**src/rtl/wdt_pkg.sv**
```systemverilog
package wdt_pkg;
  // Control register field positions
  localparam int CTRL_W  = 5;
  localparam int BIT_EN  = 0;
  localparam int BIT_RST = 1;
  localparam int BIT_IRQ = 2;
  localparam int BIT_EXT = 3;
  localparam int BIT_SRC = 4;

  // Register offsets
  localparam int OFS_COUNT   = 'h0;
  localparam int OFS_LOAD    = 'h4;
  localparam int OFS_RESTART = 'h8;
  localparam int OFS_CTRL    = 'hC;

  // Strobes and levels handed from control to datapath
  typedef struct packed {
    logic reload;
    logic enable;
    logic tickExt;
    logic rstGate;
    logic irqGate;
    logic extGate;
  } wdtStrobe_t;
endpackage

```
**src/rtl/wdt_tick.sv**
```systemverilog
module wdt_tick #(
  parameter int SYNC_STAGES = 2
) (
  input  logic clk,
  input  logic rstN,
  input  logic extClk,
  output logic tickPulse
);
  localparam int PIPE_W = SYNC_STAGES + 1;

  // Stages [0..SYNC_STAGES-1] synchronise; the last holds the previous level
  logic [PIPE_W-1:0] pipe;

  always_ff @(posedge clk or negedge rstN) begin
    if (!rstN) pipe <= '0;
    else       pipe <= {pipe[PIPE_W-2:0], extClk};
  end

  assign tickPulse = pipe[SYNC_STAGES-1] & ~pipe[SYNC_STAGES];

  // one detected edge yields a single-cycle pulse
  a_r5_single_pulse: assert property (@(posedge clk) disable iff (!rstN)
    tickPulse |=> !tickPulse);
endmodule

```
**src/rtl/wdt_ctrl.sv**
```systemverilog
module wdt_ctrl
  import wdt_pkg::*;
#(
  parameter int          DATA_W  = 32,
  parameter int          ADDR_W  = 4,
  parameter int          CNT_W   = 32,
  parameter logic [31:0] KEY_VAL = 32'h0000_5AB9
) (
  input  logic              clk,
  input  logic              rstN,
  input  logic              wrEn,
  input  logic [ADDR_W-1:0] addr,
  input  logic [DATA_W-1:0] wdata,
  input  logic [CNT_W-1:0]  cntVal,
  output logic [DATA_W-1:0] rdata,
  output logic [CNT_W-1:0]  loadVal,
  output wdtStrobe_t        strb
);
  localparam logic [ADDR_W-1:0] A_COUNT   = ADDR_W'(OFS_COUNT);
  localparam logic [ADDR_W-1:0] A_LOAD    = ADDR_W'(OFS_LOAD);
  localparam logic [ADDR_W-1:0] A_RESTART = ADDR_W'(OFS_RESTART);
  localparam logic [ADDR_W-1:0] A_CTRL    = ADDR_W'(OFS_CTRL);
  localparam logic [DATA_W-1:0] KEY_WORD  = DATA_W'(KEY_VAL);

  logic [CTRL_W-1:0] ctrlQ;
  logic [CNT_W-1:0]  loadQ;
  logic wrCtrl, wrLoad, keyHit;

  assign wrCtrl = wrEn && (addr == A_CTRL);
  assign wrLoad = wrEn && (addr == A_LOAD);
  assign keyHit = wrEn && (addr == A_RESTART) && (wdata == KEY_WORD);

  always_ff @(posedge clk or negedge rstN) begin
    if (!rstN) begin
      ctrlQ <= '0;
      loadQ <= '1;
    end else begin
      if (wrCtrl) ctrlQ <= wdata[CTRL_W-1:0];
      if (wrLoad) loadQ <= wdata[CNT_W-1:0];
    end
  end

  always_comb begin
    strb.reload  = keyHit;
    strb.enable  = ctrlQ[BIT_EN];
    strb.tickExt = ctrlQ[BIT_SRC];
    strb.rstGate = ctrlQ[BIT_RST];
    strb.irqGate = ctrlQ[BIT_IRQ];
    strb.extGate = ctrlQ[BIT_EXT];
  end

  assign loadVal = loadQ;

  always_comb begin
    unique case (addr)
      A_COUNT: rdata = DATA_W'(cntVal);
      A_LOAD:  rdata = DATA_W'(loadQ);
      A_CTRL:  rdata = DATA_W'(ctrlQ);
      default: rdata = '0;
    endcase
  end

  // a write to the restart offset with another value leaves the load register alone
  a_r3_restart_no_load: assert property (@(posedge clk) disable iff (!rstN)
    (wrEn && addr == A_RESTART) |=> $stable(loadQ));
endmodule

```
**src/rtl/wdt_datapath.sv**
```systemverilog
module wdt_datapath
  import wdt_pkg::*;
#(
  parameter int CNT_W = 32
) (
  input  logic             clk,
  input  logic             rstN,
  input  wdtStrobe_t       strb,
  input  logic [CNT_W-1:0] loadVal,
  input  logic             extTick,
  output logic [CNT_W-1:0] cntVal,
  output logic             sysRstReq,
  output logic             irqReq,
  output logic             expirySignal
);
  logic [CNT_W-1:0] cntQ;
  logic             expQ;
  logic             stepOk, atZero;

  assign stepOk = strb.tickExt ? extTick : 1'b1;
  assign atZero = (cntQ == '0);

  always_ff @(posedge clk or negedge rstN) begin
    if (!rstN)                                 cntQ <= '1;
    else if (strb.reload)                      cntQ <= loadVal;
    else if (strb.enable && stepOk && !atZero) cntQ <= cntQ - 1'b1;
  end

  always_ff @(posedge clk or negedge rstN) begin
    if (!rstN)                            expQ <= 1'b0;
    else if (strb.reload || !strb.enable) expQ <= 1'b0;
    else if (atZero)                      expQ <= 1'b1;
  end

  assign cntVal       = cntQ;
  assign sysRstReq    = expQ & strb.rstGate;
  assign irqReq       = expQ & strb.irqGate;
  assign expirySignal = expQ & strb.extGate;

  // zero is held unless reloaded
  a_r6_no_wrap: assert property (@(posedge clk) disable iff (!rstN)
    (atZero && !strb.reload) |=> (cntQ == '0));
  // disabled counter is frozen
  a_r9_frozen: assert property (@(posedge clk) disable iff (!rstN)
    (!strb.enable && !strb.reload) |=> $stable(cntQ));
  // key restart loads the counter and clears expiry
  a_r3_reload: assert property (@(posedge clk) disable iff (!rstN)
    strb.reload |=> (cntQ == $past(loadVal)) && !expQ);
  // clearing enable silences every output next cycle
  a_r8_quiet: assert property (@(posedge clk) disable iff (!rstN)
    !strb.enable |=> !(sysRstReq || irqReq || expirySignal));
  // expiry only follows a zero count
  a_r7_cause: assert property (@(posedge clk) disable iff (!rstN)
    $rose(expQ) |-> ($past(cntQ) == '0));
endmodule

```
**src/rtl/keyed_watchdog.sv**
```systemverilog
module keyed_watchdog
  import wdt_pkg::*;
#(
  parameter int          DATA_W      = 32,
  parameter int          ADDR_W      = 4,
  parameter int          CNT_W       = 32,
  parameter int          SYNC_STAGES = 2,
  parameter logic [31:0] KEY_VAL     = 32'h0000_5AB9
) (
  input  logic              clk,
  input  logic              rstN,
  input  logic              extClk,
  input  logic              regWrEn,
  input  logic [ADDR_W-1:0] regAddr,
  input  logic [DATA_W-1:0] regWdata,
  output logic [DATA_W-1:0] regRdata,
  output logic              sysRstReq,
  output logic              irqReq,
  output logic              expirySignal
);
  wdtStrobe_t       strb;
  logic [CNT_W-1:0] cntVal;
  logic [CNT_W-1:0] loadVal;
  logic             extTick;

  wdt_ctrl #(
    .DATA_W(DATA_W), .ADDR_W(ADDR_W), .CNT_W(CNT_W), .KEY_VAL(KEY_VAL)
  ) i_ctrl (
    .clk(clk), .rstN(rstN), .wrEn(regWrEn), .addr(regAddr), .wdata(regWdata),
    .cntVal(cntVal), .rdata(regRdata), .loadVal(loadVal), .strb(strb)
  );

  wdt_tick #(.SYNC_STAGES(SYNC_STAGES)) i_tick (
    .clk(clk), .rstN(rstN), .extClk(extClk), .tickPulse(extTick)
  );

  wdt_datapath #(.CNT_W(CNT_W)) i_dp (
    .clk(clk), .rstN(rstN), .strb(strb), .loadVal(loadVal), .extTick(extTick),
    .cntVal(cntVal), .sysRstReq(sysRstReq), .irqReq(irqReq),
    .expirySignal(expirySignal)
  );
endmodule

```
**config.mk**
```make
export PLATFORM = sky130hd
export DESIGN_NAME = keyed_watchdog
export DESIGN_NICKNAME = d
export VERILOG_FILES = /design/src/rtl/wdt_pkg.sv /design/src/rtl/wdt_tick.sv /design/src/rtl/wdt_ctrl.sv /design/src/rtl/wdt_datapath.sv /design/src/rtl/keyed_watchdog.sv
export SDC_FILE = /design/constraint.sdc
export NUM_CORES = 1
export LEC_CHECK = 0
export ABC_AREA = 1
export BUFFER_PORTS_ARGS = -buffer_cell sky130_fd_sc_hd__buf_2
export CAP_MARGIN = 20
export CORE_MARGIN = 4
export CORE_UTILIZATION = 55
export CTS_CLUSTER_DIAMETER = 100
export CTS_CLUSTER_SIZE = 28
export DETAILED_ROUTE_END_ITERATION = 8
export GPL_TIMING_DRIVEN = 0
export PLACE_DENSITY = 0.79
export SYNTH_ARGS = -nofsm -noshare
export SYNTH_HDL_FRONTEND = slang
export SYNTH_SLANG_ARGS = --single-unit
```
**constraint.sdc**
```tcl
create_clock -name clk -period 2.05 [get_ports clk]
set_input_delay 0.41 -clock clk [delete_from_list [all_inputs] [get_ports clk]]
set_output_delay 0.41 -clock clk [all_outputs]
set_load 0.05 [all_outputs]
```
-- Word level (Yosys, flattened, before mapping)
Cells that the tools add are included.
- add/subtract/negate cells: 1
- equal/unequal tests: 4
- multiplexer cells: 6
- bitwise operators: 5
- reductions and logical operators: 13
- operators by type and width (kind ; number):
    case mux 32 bit (3 select lines) ; 1
    two-way mux 32 bit ; 2
    == test 32 x 15 -> 1 bit, second input constant ; 1
    zero test 32 bit ; 1
    subtractor 32 x 1 -> 32 bit, second input constant ; 1
    == test 4 bit, second input constant ; 2
    logical AND 1 bit ; 6
    bitwise AND 1 bit ; 4
    == test 4 x 3 -> 1 bit, second input constant ; 1
    zero test 4 bit ; 1
    nonzero test 2 bit ; 2
    two-way mux 1 bit ; 3
    zero test 1 bit ; 2
    logical OR 1 bit ; 1
    inverter 1 bit ; 1
- register bits: 73
- output and inout port bits: 35
- logic and storage cells: 34

-- Logic depth before layout (Yosys ltp)
- depth in word-level cells: 7
- gate-level depth with buffers: 11
- depth with buffers taken out: 11

-- Cells and area by module
A second synthesis with hierarchy kept.
- cells, all modules: 668
- area, all modules: 4621.9 µm²
- by module, submodules not included (module ; times used ; cells an instance ; area each (µm²) ; seq. area each (µm²)):
    wdt_datapath ; 1 ; 381 ; 2491.1 ; 865.8
    wdt_ctrl ; 1 ; 282 ; 2045.7 ; 965.9
    wdt_tick ; 1 ; 5 ; 85.1 ; 75.1

-- Least setup slack after synthesis
OpenSTA, ideal clock, no wires.
- path type: input-to-output
- start point: input port regAddr[1]
- end point: output port regRdata[18]
- arrival: 2.117 ns
- data required time: 1.640 ns
- setup slack: -0.477 ns
- cell stages on the path: 6
- path buffers: 1
- path through: nor2_1 -> inv_1 -> nor3_1 -> inv_1 -> clkbuf_1 -> o21ai_0
- cells in the longest elaborated chain, start to end: 2
- elaborated cells between the ends (all ways): 4
- RTL lines (element ; RTL line ; source):
    from (decl) ; keyed_watchdog.sv:14 ; input logic [ADDR_W-1:0] regAddr,
    == test 4 bit (tied with other cells) ; wdt_ctrl.sv:55 ; unique case (addr)
    case mux 32 bit (3 select lines) (*) ; wdt_ctrl.sv:55 ;
    to (decl) ; keyed_watchdog.sv:16 ; output logic [DATA_W-1:0] regRdata,
Mark *: on every way between the ends. The rest lies on a longest branch, timed or not.

-- Worst setup path in the final report
Same ends and word-level chain as after synthesis.

==> results.md <==
* Largest family of logic cells by synthesized area: simple AND/OR/NAND/NOR gates
* Most frequent cells in the layout: 202 x nand2_1, 75 x nor2_1, 74 x nand3_1
* Area growth syn-to-layout at 21.7%
* Number of cell rows at 32
* Pre-antenna DRT Iters at 7
* Gate Count Post-Synth at 620
* Ports at 75
* Tcrit/Tclk final at 0.982
* CP delay by family, top: buffers and inverters
* Pwr dens at 670 nW/um2
* Most common cell after layout, fill and taps aside: nand2_1
* Yosys warnings at 0
* CP Capture Type: primary output
* Tmin final at 2.01 ns
* Status: finished, final reports clean
* Simple-gate area share of the yosys netlist at 0.347
* Util after Layout at 0.705
* Worst Path Max Fanout at 10
* Count of cells along the worst register-to-register path at 10
* Final Hold Fails at 0
* Seq/Total Area, Yosys at 0.417
* FMAX at 0.497 GHz
* Largest net degree at the start of global routing at 74
* Drt drc at 0
* Via count at 4591
* Clock-pin slew on the worst setup and hold paths at 0.09 ns
* DP Area at 5180 um2
* Die area at 9840 um2
* Number of DRC markers in iteration 0 at 337
* Hold Buf Count CTS at 0
* Critical Path Start Type: primary input
* CORE AREA at 7890 um2
* #FFs+latches synth at 73
* # clock sinks at 73
* Worst slew margin at 0.388
* First-pass GRT wire length at 22500 um
* Layout Skew at 0.0150 ns
* Min-delay worst type: in2reg
* Final setup vio count at 0
* Clk Latency, worst-skew pair at 0.36 ns
* Gpl congestion at 0.909
* Placed cell count at 796
* Initial antenna violation count at 0
* CTS tree: yes
* Synth Area in XOR/XNOR at 0.0307
* Detailed-route wire length per cell at 16.8 um
* Hold path depth at 1
* CP arrival at 1.60 ns
* Non-Filler Instances at 814
* Fin nets at 748
* Design area at 5560 um2
* Share of layout cells above drive strength 1 at 0.333
* Top post-synthesis cells by area: dfstp_2 37%, nand2_1 17%, nand3_1 8.1%
* Final antenna-violating net count at 0
* Clock Tree Buf Depth at 2
* GRT Residual Overflow at 0
* Post-synthesis mux area share at 0.0591
* Pleak at 2.68 nW
* CTS buffer count at 9
* Adder-cell share of the synthesized area at 0.00274
* Pins Over Slew Limit at 0
* Required @ worst endpoint at 1.64 ns
* Critical path's slowest cell: clkbuf_4
* DP HPWL at 10100 um
* Worst path depth at 9
* Synth top area share at 0.368
* Die height at 99.2 um
* Crit Path Category: in2out
* Vias per inst at 5.64
* Synthesized net count at 661
* H-tree depth at 3
* N_diodes at 0
* Die width at 99.2 um
* Initial core utilization at 0.580
* Input/output buffers at 74
* Mapped Avg Cell Area at 7.37 um2
* Max-Cap Viols at 0
* Unique masters post-synth at 28
* Root buffer cell: clkbuf_8
* Routed wire length at 13700 um
* Crit-path max cell delay at 0.24 ns
* Least-Margin Pin Slew at 0.917 ns
* Area of the mapped netlist at 4570 um2
* Crit path cell chain: buf_2 -> nor2_4 -> inv_2 -> nor3_4 -> buf_6 -> clkbuf_8 -> nand2_1 -> o21ai_1 -> clkbuf_4
* Complex-gate fraction of the synthesized area at 0.0681
* Yosys top cell by area: dfstp_2
* Crit path buf inv count at 5
* Worst vdd ir at 0.572 mV
* Vias in the first global route at 4570
* Overall Global Routing Usage at 0.291
* Setup TNS at 0 ns
## power by group
part | leakage, nW | internal, mW | switching, mW
Sequential | 0.776 | 1.72 | 0.154
Clock | 0.124 | 0.843 | 0.568
Combinational | 1.78 | 0.184 | 0.258
## what timing repair did
action	CTS	global route
setup endpoints to repair	30	32
pin swaps	0	3
setup buffers	0	2
resized for setup	36	13
## flip-flops by register name (all words and copies together), names as in the netlist
signal	flops
i_ctrl.ctrlQ	5
i_ctrl.loadVal	32
i_dp.cntVal	32
i_dp.expQ	1
i_tick.pipe	3
## metrics by stage
step                setup WS, ns  total power [mW]  hold WS [ns]
finish                    0.0367              3.73         0.150
global route             -0.0173              3.88         0.146
CTS                      0.00164              3.74         0.147
detailed placement        -0.458              2.32         0.357
global placement          -0.409              2.29         0.332
floorplan                 -0.245              2.12         0.114
## final timing paths
kind                           startpoint         endpoint  slack (ns)
max in group asynchronous            rstN   i_tick.pipe[1]        1.26
min reg2reg                i_tick.pipe[0]   i_tick.pipe[1]        0.39
min in group asynchronous            rstN   i_tick.pipe[0]        0.22
min                                extClk   i_tick.pipe[0]        0.15
max reg2reg                i_dp.cntVal[0]  i_dp.cntVal[24]        0.14
max                            regAddr[1]     regRdata[18]        0.04
## routing by layer
layer,global-route usage,part of all wire
met1,0.388,0.42
met2,0.479,0.48
met3,0.0505,0.080
met4,0.101,0.020
met5,0,0
## worst reg2reg max path, cell delays in order (launching register included)
cell and delay (ns):
dfstp_2 0.37, inv_1 0.11, ha_1 0.24, nand2_2 0.13
nor2_8 0.22, nand2_4 0.08, o21ai_4 0.29, nor2_4 0.09
buf_6 0.16, nand2_1 0.07, nand3_1 0.07
## cells by family after synthesis
| family | count (synthesis) |
|---|---|
| compound gates | 56 |
| simple gates | 372 |
| xor+xnor | 16 |
| fa+ha+maj | 1 |
| mux | 24 |
| buf+inv | 78 |
| flops | 73 |
## layout make-up
type / count / area [um2]
Multi-Input combinational cell: 469 / 2420
Fill cell: 686 / 2320
Sequential cell: 73 / 1910
Timing Repair Buffer: 76 / 467
Inverter: 56 / 210
Buffer: 22 / 185
Clock buffer: 11 / 141
Tap cell: 102 / 128
Clock inverter: 5 / 104
## cell usage after synthesis, drive strengths merged
cell      n
a21boi    1
nor3      2
dfrtp     9
nor2     83
inv      56
o21ai    49
ha        1
nand4     5
clkbuf   10
o211ai    5
nand2   207
dfstp    64
xor2     16
mux2     24
buf      12
o211a     1
nand3    75
No activity file was read; power rests on OpenSTA's default activity.
